--- config.mk ---
export PLATFORM = sky130hd
export DESIGN_NAME = seq_edge_capture
export DESIGN_NICKNAME = d
export VERILOG_FILES = /design/src/rtl/cap_pkg.sv /design/src/rtl/cap_sync_edge.sv /design/src/rtl/cap_sequencer.sv /design/src/rtl/cap_regfile.sv /design/src/rtl/seq_edge_capture.sv
export SDC_FILE = /design/constraint.sdc
export NUM_CORES = 1
export LEC_CHECK = 0
export ABC_AREA = 0
export ABC_CLOCK_PERIOD_IN_PS = 2400
export BUFFER_PORTS_ARGS = -buffer_cell sky130_fd_sc_hd__buf_2
export CAP_MARGIN = 40
export CORE_ASPECT_RATIO = 0.6
export CORE_MARGIN = 4
export CORE_UTILIZATION = 54
export DETAILED_ROUTE_END_ITERATION = 7
export GPL_TIMING_DRIVEN = 0
export PLACE_DENSITY = 0.76
export SLEW_MARGIN = 15
export SYNTH_ARGS = -nofsm -noshare
export SYNTH_HDL_FRONTEND = slang
export SYNTH_HIERARCHICAL = 1
export SYNTH_SLANG_ARGS = --single-unit
--- constraint.sdc ---
create_clock -name clk -period 2.4 [get_ports clk]
set_clock_uncertainty 0.1 [all_clocks]
set_input_delay 0.48 -clock clk [delete_from_list [all_inputs] [get_ports clk]]
set_output_delay 0.48 -clock clk [all_outputs]
set_load 0.1 [all_outputs]
--- src/rtl/cap_pkg.sv ---
package cap_pkg;
    localparam int NSLOT = 4;
    localparam int SW    = $clog2(NSLOT);

    typedef enum logic [SW-1:0] {
        ST_SLOT0 = 2'd0,
        ST_SLOT1 = 2'd1,
        ST_SLOT2 = 2'd2,
        ST_SLOT3 = 2'd3
    } slot_st_t;

    localparam int ADR_CTRL  = 0;
    localparam int ADR_POL   = 1;
    localparam int ADR_TIMER = 2;
    localparam int ADR_PTR   = 3;
    localparam int ADR_CAP0  = 4;

    localparam int CTRL_EN_BIT  = 0;
    localparam int CTRL_CLR_BIT = 1;
endpackage

--- src/rtl/cap_sync_edge.sv ---
module cap_sync_edge #(
    parameter int STAGES = 2
) (
    input  logic clk,
    input  logic rst_n,
    input  logic async_in,
    output logic rise,
    output logic fall
);
    logic [STAGES-1:0] chain_q;
    logic              last_q;

    generate
        if (STAGES == 1) begin : g_one
            always_ff @(posedge clk or negedge rst_n) begin
                if (!rst_n) chain_q <= '0;
                else        chain_q <= async_in;
            end
        end else begin : g_many
            always_ff @(posedge clk or negedge rst_n) begin
                if (!rst_n) chain_q <= '0;
                else        chain_q <= {chain_q[STAGES-2:0], async_in};
            end
        end
    endgenerate

    always_ff @(posedge clk or negedge rst_n) begin
        if (!rst_n) last_q <= 1'b0;
        else        last_q <= chain_q[STAGES-1];
    end

    always_comb begin
        rise = chain_q[STAGES-1] & ~last_q;
        fall = ~chain_q[STAGES-1] & last_q;
    end

    // a detected rising edge cannot repeat on the next cycle
    p_rise_spaced_r3: assert property (@(posedge clk) disable iff (!rst_n)
        rise |=> !rise);
    p_fall_spaced_r3: assert property (@(posedge clk) disable iff (!rst_n)
        fall |=> !fall);
endmodule

--- src/rtl/cap_sequencer.sv ---
module cap_sequencer
    import cap_pkg::*;
(
    input  logic             clk,
    input  logic             rst_n,
    input  logic             enable,
    input  logic             clear,
    input  logic             rise,
    input  logic             fall,
    input  logic [NSLOT-1:0] pol,
    output logic [SW-1:0]    slot,
    output logic             cap_we,
    output logic             evt_valid,
    output logic [SW-1:0]    evt_slot
);
    slot_st_t state_q, state_d;
    logic     edge_ok;

    always_comb begin
        edge_ok = pol[state_q] ? fall : rise;
        cap_we  = enable & ~clear & edge_ok;
        slot    = state_q;
    end

    always_comb begin
        state_d = state_q;
        unique case (state_q)
            ST_SLOT0: state_d = cap_we ? ST_SLOT1 : ST_SLOT0;
            ST_SLOT1: state_d = cap_we ? ST_SLOT2 : ST_SLOT1;
            ST_SLOT2: state_d = cap_we ? ST_SLOT3 : ST_SLOT2;
            ST_SLOT3: state_d = cap_we ? ST_SLOT0 : ST_SLOT3;
            default:  state_d = ST_SLOT0;
        endcase
        if (clear) state_d = ST_SLOT0;
    end

    // state register
    always_ff @(posedge clk or negedge rst_n) begin
        if (!rst_n) state_q <= ST_SLOT0;
        else        state_q <= state_d;
    end

    // output register
    always_ff @(posedge clk or negedge rst_n) begin
        if (!rst_n) begin
            evt_valid <= 1'b0;
            evt_slot  <= '0;
        end else begin
            evt_valid <= cap_we;
            evt_slot  <= state_q;
        end
    end

    p_ptr_advance_r4: assert property (@(posedge clk) disable iff (!rst_n)
        cap_we |=> (SW'(state_q) == SW'($past(SW'(state_q)) + 1'b1)));
    p_ptr_hold_r5: assert property (@(posedge clk) disable iff (!rst_n)
        (!cap_we && !clear) |=> $stable(state_q));
    p_clear_ptr_r8: assert property (@(posedge clk) disable iff (!rst_n)
        clear |=> (state_q == ST_SLOT0));
    p_evt_needs_en_r7: assert property (@(posedge clk) disable iff (!rst_n)
        evt_valid |-> $past(enable));
endmodule

--- src/rtl/cap_regfile.sv ---
module cap_regfile
    import cap_pkg::*;
#(
    parameter int TW = 32,
    parameter int AW = 4
) (
    input  logic             clk,
    input  logic             rst_n,
    input  logic             reg_we,
    input  logic [AW-1:0]    reg_addr,
    input  logic [TW-1:0]    reg_wdata,
    input  logic             cap_we,
    input  logic [SW-1:0]    cap_slot,
    input  logic [SW-1:0]    ptr,
    output logic             enable,
    output logic             clear,
    output logic [NSLOT-1:0] pol,
    output logic [TW-1:0]    reg_rdata
);
    logic [TW-1:0] timer_q;
    logic [TW-1:0] cap_q [NSLOT];
    logic [TW-1:0] rd_mux;
    logic [AW-1:0] cap_off;
    logic          wr_ctrl;
    logic          wr_pol;

    always_comb begin
        wr_ctrl = reg_we && (reg_addr == AW'(ADR_CTRL));
        wr_pol  = reg_we && (reg_addr == AW'(ADR_POL));
        clear   = wr_ctrl && reg_wdata[CTRL_CLR_BIT];
    end

    always_ff @(posedge clk or negedge rst_n) begin
        if (!rst_n) begin
            enable <= 1'b0;
            pol    <= '0;
        end else begin
            if (wr_ctrl) enable <= reg_wdata[CTRL_EN_BIT];
            if (wr_pol)  pol    <= reg_wdata[NSLOT-1:0];
        end
    end

    always_ff @(posedge clk or negedge rst_n) begin
        if (!rst_n)      timer_q <= '0;
        else if (clear)  timer_q <= '0;
        else if (enable) timer_q <= timer_q + 1'b1;
    end

    generate
        for (genvar i = 0; i < NSLOT; i++) begin : g_cap
            always_ff @(posedge clk or negedge rst_n) begin
                if (!rst_n) cap_q[i] <= '0;
                else if (cap_we && (cap_slot == SW'(i))) cap_q[i] <= timer_q;
            end

            p_cap_keep_r5: assert property (@(posedge clk) disable iff (!rst_n)
                !(cap_we && (cap_slot == SW'(i))) |=> $stable(cap_q[i]));
        end
    endgenerate

    always_comb begin
        cap_off = reg_addr - AW'(ADR_CAP0);
        rd_mux  = '0;
        if (reg_addr == AW'(ADR_CTRL)) begin
            rd_mux[CTRL_EN_BIT] = enable;
        end else if (reg_addr == AW'(ADR_POL)) begin
            rd_mux[NSLOT-1:0] = pol;
        end else if (reg_addr == AW'(ADR_TIMER)) begin
            rd_mux = timer_q;
        end else if (reg_addr == AW'(ADR_PTR)) begin
            rd_mux[SW-1:0] = ptr;
        end else if ((reg_addr >= AW'(ADR_CAP0)) && (cap_off < AW'(NSLOT))) begin
            rd_mux = cap_q[cap_off[SW-1:0]];
        end
    end

    always_ff @(posedge clk or negedge rst_n) begin
        if (!rst_n) reg_rdata <= '0;
        else        reg_rdata <= rd_mux;
    end

    p_timer_inc_r2: assert property (@(posedge clk) disable iff (!rst_n)
        (enable && !clear) |=> (timer_q == $past(timer_q) + 1'b1));
    p_timer_hold_r2: assert property (@(posedge clk) disable iff (!rst_n)
        (!enable && !clear) |=> $stable(timer_q));
    p_clear_timer_r8: assert property (@(posedge clk) disable iff (!rst_n)
        clear |=> (timer_q == '0));
endmodule

--- src/rtl/seq_edge_capture.sv ---
module seq_edge_capture
    import cap_pkg::*;
#(
    parameter int TW          = 32,
    parameter int AW          = 4,
    parameter int SYNC_STAGES = 2
) (
    input  logic          clk,
    input  logic          rst_n,
    input  logic          ev_in,
    input  logic          reg_we,
    input  logic [AW-1:0] reg_addr,
    input  logic [TW-1:0] reg_wdata,
    output logic [TW-1:0] reg_rdata,
    output logic          evt_valid,
    output logic [1:0]    evt_slot
);
    logic             rise, fall;
    logic             enable, clear, cap_we;
    logic [NSLOT-1:0] pol;
    logic [SW-1:0]    slot;
    logic [SW-1:0]    evt_slot_w;

    cap_sync_edge #(.STAGES(SYNC_STAGES)) u_sync (
        .clk      (clk),
        .rst_n    (rst_n),
        .async_in (ev_in),
        .rise     (rise),
        .fall     (fall)
    );

    cap_sequencer u_seq (
        .clk       (clk),
        .rst_n     (rst_n),
        .enable    (enable),
        .clear     (clear),
        .rise      (rise),
        .fall      (fall),
        .pol       (pol),
        .slot      (slot),
        .cap_we    (cap_we),
        .evt_valid (evt_valid),
        .evt_slot  (evt_slot_w)
    );

    cap_regfile #(.TW(TW), .AW(AW)) u_regs (
        .clk       (clk),
        .rst_n     (rst_n),
        .reg_we    (reg_we),
        .reg_addr  (reg_addr),
        .reg_wdata (reg_wdata),
        .cap_we    (cap_we),
        .cap_slot  (slot),
        .ptr       (slot),
        .enable    (enable),
        .clear     (clear),
        .pol       (pol),
        .reg_rdata (reg_rdata)
    );

    assign evt_slot = evt_slot_w;

    // the reported slot is the one the pointer selected when the edge was taken
    p_evt_slot_r9: assert property (@(posedge clk) disable iff (!rst_n)
        evt_valid |-> (evt_slot == $past(slot)));
endmodule

==> results of run 1 <==
[report_power, final]
part	switching, mW	internal (mW)	leakage (nW)
Clock	1.27	1.86	0.323
Combinational	1.55	1.15	1.93
Sequential	0.417	4.14	2.74
Total	3.24	7.15	4.99
[what timing repair did]
| item | in CTS | in global routing |
|---|---|---|
| endpoints found under the setup margin | 128 | 99 |
| hold buffers | 2 | 0 |
| hold endpoints to repair | 104 | 0 |
| setup buffers | 9 | 7 |
| cloned | 0 | 1 |
| pin swaps | 1 | 0 |
| gates resized for setup | 8 | 22 |
[cell type report]
| type | count | area [sq um] |
|---|---|---|
| Fill cell | 1236 | 5660 |
| Buffer | 59 | 432 |
| Timing Repair Buffer | 64 | 413 |
| Clock inverter | 3 | 40.0 |
| Multi-Input combinational cell | 382 | 3800 |
| Clock buffer | 31 | 613 |
| Sequential cell | 205 | 5130 |
| Tap cell | 228 | 285 |
| Inverter | 5 | 23.8 |
[cell usage in the layout, fill, tap and decap left out, drive strengths merged, types with 3 or more instances in the layout]
cell type / netlist / routed
dfrtp: 205 / 205
inv: 4 / 4
nand3b: 4 / 4
mux2i: 14 / 14
nor3: 5 / 5
clkinv: 1 / 3
and4: 5 / 5
clkbuf: 39 / 68
buf: 21 / 84
nand4: 12 / 12
nand2b: 6 / 6
nor2b: 7 / 7
or4: 14 / 14
nand2: 23 / 23
mux2: 128 / 128
nand4b: 3 / 3
o31ai: 11 / 11
a22o: 28 / 28
nand3: 13 / 13
mux4: 33 / 33
xor2: 6 / 6
or3: 4 / 4
xnor2: 3 / 3
o21ai: 12 / 12
nor2: 13 / 13
nor4: 7 / 7
a21oi: 18 / 18
[state kept, by name, indices dropped and copies added, names as in the netlist]
| register | count |
|---|---|
| u_regs/timer_q | 32 |
| u_sync/last_q | 1 |
| u_regs/reg_rdata | 32 |
| u_seq/evt_slot | 2 |
| u_regs/pol | 4 |
| u_seq/slot | 2 |
| u_regs/enable | 1 |
| u_seq/evt_valid | 1 |
| u_sync/chain_q | 2 |
| u_regs/cap_q | 128 |
[through the flow]
stage,utilization,cell area [sq um]
floorplan,-,9270
global placement,0.596,9780
detailed placement,0.599,9820
CTS,0.646,10600
global route,0.655,10700
finish,0.655,10700
[cell families (layout without fill, tap and decap cells)]
logic type | count (synthesis) | after routing | synth area share
AOI/OAI and AO/OA | 74 | 74 | 0.0574
muxes | 175 | 175 | 0.256
adders and majority gates | 1 | 1 | 0.00137
xor gates and xnor gates | 9 | 9 | 0.00865
and+or+nand+nor | 123 | 123 | 0.0821
buffers and inverters | 65 | 162 | 0.0320
DFF | 205 | 205 | 0.563
[per-layer routing]
metal	part of all wire	wire [microns]
met5	0	0
met4	0.028	585
met3	0.066	1370
met2	0.44	9100
met1	0.46	9550
[path summary, 6_finish.rpt]
check                      cells past startpoint                   to         startpoint  slack, ns
setup / recovery                               7    u_regs/cap_q[123]      u_seq/slot[1]      0.004
setup reg to reg                               7    u_regs/cap_q[123]      u_seq/slot[1]      0.004
hold reg to reg                                0    u_sync/chain_q[1]  u_sync/chain_q[0]       0.26
min in group asynchronous                      2  u_regs/reg_rdata[7]              rst_n       0.51
hold / removal                                 2        u_regs/pol[3]       reg_wdata[3]       0.13
max in group asynchronous                      3        u_seq/slot[1]              rst_n       0.73
==> flow_metrics.py, run 1 <==
metrics = {
    "clock_tree": {
        "clk_latency_ns": 0.50,
        "cts_tree": "yes",
        "cts.root.buffer_cell": "clkbuf_16",
        "cts_made_buffers": 20,
        "cts_buffer_depth": 3,
        "htreeDepth": 1,
        "cts_sinks": 205,
        "clk_pin_slew_ns": 0.06,
    },
    "routing": {
        "drt_wl_total_microns": 20600,
        "drt-wirelength-per-cell_microns": 21.1,
        "drt_iter0_drc": 438,
        "viasPerCell": 6.10,
        "dr.pass1.iters": 5,
        "drcViolationCount": 0,
        "antenna_left": 0,
        "vias": 5955,
    },
    "synth": {
        "syn_area_per_cell_sq_um": 14.0,
        "ys.flop_type": "dfrtp_1",
        "synth_most_common_cell": "dfrtp_1",
        "synth_edf_count": 0,
        "synthCells": 652,
        "synthArstFlopShare": 1.00,
        "yosys.area.top_type_share": 0.563,
        "synth_top_area_cell": "dfrtp_1",
        "synthesis.area_sq_um": 9110,
        "yosysUniqueCellTypes": 45,
        "synth_area_leaders": "dfrtp_1, mux2_2, mux4_2",
        "ys_warn_count": 6,
        "seq_area_frac_synth": 0.563,
        "ys_ff_latch": 205,
        "synthTopCellsByCount": "dfrtp_1, mux2_2, clkbuf_1",
        "syn_nets": 693,
    },
    "grt": {
        "grt_pass1_vias": 6171,
        "grt_pass1_wl_microns": 33100,
        "use_met2": 0.342,
        "grt-ovfl-total": 0,
        "met3_usage": 0.0482,
        "grt_max_degree": 105,
        "grtUsageTotal": 0.221,
        "antenna_found_initial": 0,
        "busiest_layer": "met2",
        "grt_util_met1": 0.322,
    },
    "timing": {
        "fin_setup_tns_ns": 0,
        "maxSlewViolCount": 0,
        "max_freq_mhz": 417,
        "period_share": 0.998,
        "fin_ws_ns": 0.00422,
        "rsz0062_at_grt": "true",
        "setup_viol": 0,
        "slew_headroom": 0.448,
        "fin_hold_ws_ns": 0.126,
        "final-hold-violation-count": 0,
        "worstMarginPinSlew_ns": 0.828,
        "period_minus_slack_ns": 2.40,
    },
    "layout": {
        "n_antenna_cell": 0,
        "nNetsFinal": 778,
        "area_delta_synth_final_pct": 17.8,
        "final_cell_count_no_fill": 977,
        "layout-drive-gt1-share": 0.411,
    },
    "worst_setup_path": {
        "start_kind": "flip-flop",
        "cpLargestDelayFamily": "multiplexers",
        "worstPathRequired_ns": 2.67,
        "crit_buf_inv": 2,
        "end_kind": "flip-flop",
        "crit_path_max_fanout": 6,
        "worst_path_max_delay_cell": "dfrtp_2",
        "criticalPathCategory": "flip-flop to flip-flop",
        "crit_arrival_ns": 2.67,
        "max_stage_delay_ns": 0.48,
        "path_common_cell": "mux2i_4",
        "path_cells": "mux2i_4, mux2i_4, mux2i_4, nor3b_4, buf_6, clkbuf_16, mux2_2",
    },
    "outcome": {
        "outcome": "complete, no violations",
    },
    "placement": {
        "port_buffers": 44,
        "placed_cells": 925,
        "pre_cts_slack_ns": -0.718,
        "hpwlAfterDp_microns": 13300,
        "gp_congestion": 0.816,
    },
    "power_and_ir_drop": {
        "peakVddDrop_mv": 1.16,
        "leakage_nw": 4.99,
        "total_power_mw": 10.4,
        "power.density_nw_per_um2": 967,
    },
    "floorplan": {
        "io_pins": 75,
        "die_area_sq_um": 19100,
        "start_util": 0.556,
        "die_y_microns": 109,
        "rows": 36,
        "die_x_microns": 176,
        "coreArea_sq_um": 16400,
    },
    "run": {
        "drv_cap": 0,
    },
    "min_path": {
        "min-delay-path-class": "primary input to flip-flop",
    },
}
(Power assumes the default switching activity.)
==> run 2, diff against run 1 <==
RECOVER_POWER = 100   (was not set)
==> run 2 against run 1 <==
Net effect: combinational power is essentially flat; largest cell class unchanged; clock-buffer cell count is the same; fmax is the same; via count is the same; first-iteration DRC count is the same; utilization is the same; critical path depth is the same; sequential share of layout area is the same; cell count is the same.
==> flow_metrics.py, run 2 (synthesis results as in run 1) <==
metrics = {
    "routing": {
        "drt_wl_total_microns": 20600,
        "drt_iter0_drc": 438,
        "antenna_left": 0,
        "drt-wirelength-per-cell_microns": 21.1,
        "drcViolationCount": 0,
        "dr.pass1.iters": 5,
        "vias": 5955,
        "viasPerCell": 6.10,
    },
    "clock_tree": {
        "cts_tree": "yes",
        "clk_pin_slew_ns": 0.06,
        "cts_made_buffers": 20,
        "cts.root.buffer_cell": "clkbuf_16",
        "cts_buffer_depth": 3,
        "htreeDepth": 1,
        "cts_sinks": 205,
        "clk_latency_ns": 0.50,
    },
    "layout": {
        "top_register": "u_regs/cap_q",
        "post-route-util": 0.655,
        "final_area_sq_um": 10700,
        "final_cell_count_no_fill": 977,
        "layout_common_cells": "dfrtp_1, mux2_2, buf_2, mux4_2, a22o_1",
        "fillers": 1236,
        "largest_register_ffs": 128,
        "final_common_cell": "dfrtp_1",
        "n_antenna_cell": 0,
        "layout-drive-gt1-share": 0.411,
        "nNetsFinal": 778,
        "area_delta_synth_final_pct": 17.8,
        "top_regs": "u_regs/cap_q: 128 flops, u_regs/reg_rdata: 32 flops, u_regs/timer_q: 32 flops",
    },
    "floorplan": {
        "die_y_microns": 109,
        "io_pins": 75,
        "start_util": 0.556,
        "rows": 36,
        "die_area_sq_um": 19100,
        "die_x_microns": 176,
        "coreArea_sq_um": 16400,
    },
    "power_and_ir_drop": {
        "peakVddDrop_mv": 1.16,
        "intPower_mw": 7.15,
        "p_clk_frac": 0.301,
        "p_sw_frac": 0.312,
        "total_power_mw": 10.4,
        "p_seq_frac": 0.439,
        "power.density_nw_per_um2": 967,
        "power_frac_comb": 0.260,
        "switching_power_mw": 3.24,
        "leakage_nw": 4.99,
    },
    "placement": {
        "dpl-instance-area_sq_um": 9820,
        "port_buffers": 44,
        "hpwlAfterDp_microns": 13300,
        "placed_cells": 925,
        "gp_congestion": 0.816,
    },
    "worst_setup_path": {
        "end_kind": "flip-flop",
        "max_stage_delay_ns": 0.48,
        "path_cells": "mux2i_4, mux2i_4, mux2i_4, nor3b_4, buf_6, clkbuf_16, mux2_2",
        "criticalPathCategory": "flip-flop to flip-flop",
        "path_common_cell": "mux2i_4",
        "worst_path_max_delay_cell": "dfrtp_2",
        "crit_path_max_fanout": 6,
        "worstPathRequired_ns": 2.67,
        "crit_arrival_ns": 2.67,
        "start_kind": "flip-flop",
    },
    "grt": {
        "grtUsageTotal": 0.221,
        "grt_pass1_vias": 6171,
        "antenna_found_initial": 0,
        "grt_max_degree": 105,
        "grt_pass1_wl_microns": 33100,
        "grt-ovfl-total": 0,
    },
    "timing": {
        "final-hold-violation-count": 0,
        "worstMarginPinSlew_ns": 0.828,
        "slew_headroom": 0.448,
        "fin_setup_tns_ns": 0,
        "maxSlewViolCount": 0,
        "setup_viol": 0,
        "period_share": 0.998,
        "period_minus_slack_ns": 2.40,
        "max_freq_mhz": 417,
        "rsz0062_at_grt": "true",
    },
    "min_path": {
        "min-delay-path-class": "primary input to flip-flop",
    },
    "run": {
        "drv_cap": 0,
    },
    "outcome": {
        "outcome": "complete, no violations",
    },
}
==> run 2: power by group through the flow <==
| stage | clock network [mW] | registers, mW | logic (mW) |
|---|---|---|---|
| after floorplan | 0 | 4.93 | 1.52 |
| after global placement | 0 | 4.54 | 2.40 |
| after detailed placement | 0 | 4.59 | 2.51 |
| after CTS | 3.19 | 4.54 | 2.61 |
| after global routing | 3.33 | 4.63 | 2.89 |
| final | 3.13 | 4.56 | 2.70 |
==> run 2: area by class of cell <==
cell class                 instances  area [sq um]  share of cell area
sequential                       205          5130               0.478
multi-input combinational        382          3800               0.354
clock buffer                      31           613              0.0571
buffer                            59           432              0.0402
timing repair buffer              64           413              0.0384
tap                              228           285              0.0266
clock inverter                     3          40.0             0.00373
inverter                           5          23.8             0.00221
==> run 2: what timing repair did <==
item	CTS	global route
setup endpoints to repair	128	99
hold buffers	2	0
pin swaps	1	0
hold endpoints to repair	104	0
gates resized for setup	8	22
cloned	0	1
buffers inserted	9	7
==> run 2: final timing paths <==
check | startpoint | to | slack, ns | cells after the start
setup / recovery | u_seq/slot[1] | u_regs/cap_q[123] | 0.004 | 7
hold / removal | reg_wdata[3] | u_regs/pol[3] | 0.13 | 2
setup reg to reg | u_seq/slot[1] | u_regs/cap_q[123] | 0.004 | 7
hold reg to reg | u_sync/chain_q[0] | u_sync/chain_q[1] | 0.26 | 0
max in group asynchronous | rst_n | u_seq/slot[1] | 0.73 | 3
min in group asynchronous | rst_n | u_regs/reg_rdata[7] | 0.51 | 2
==> run 2: metrics by stage <==
stage / hold slack, ns / worst slack (ns)
after floorplan: 0.0844 / -0.105
after global placement: 0.235 / -2.40
after detailed placement: 0.247 / -0.718
after CTS: 0.117 / 0.00769
after global routing: 0.118 / -0.0352
final: 0.126 / 0.00422
==> run 2: worst max-delay path: cells and delay by family (launching register included) <==
family,cells,cell delay (ns)
buffers and inverters,2,0.36
AND/OR/NAND/NOR,1,0.24
multiplexers,4,1.10
flip-flops,1,0.48
==> run 2: layer usage <==
metal / share of wire / track usage
met5: 0 / 0
met3: 0.066 / 0.0482
met1: 0.46 / 0.322
met4: 0.028 / 0.0623
met2: 0.44 / 0.342
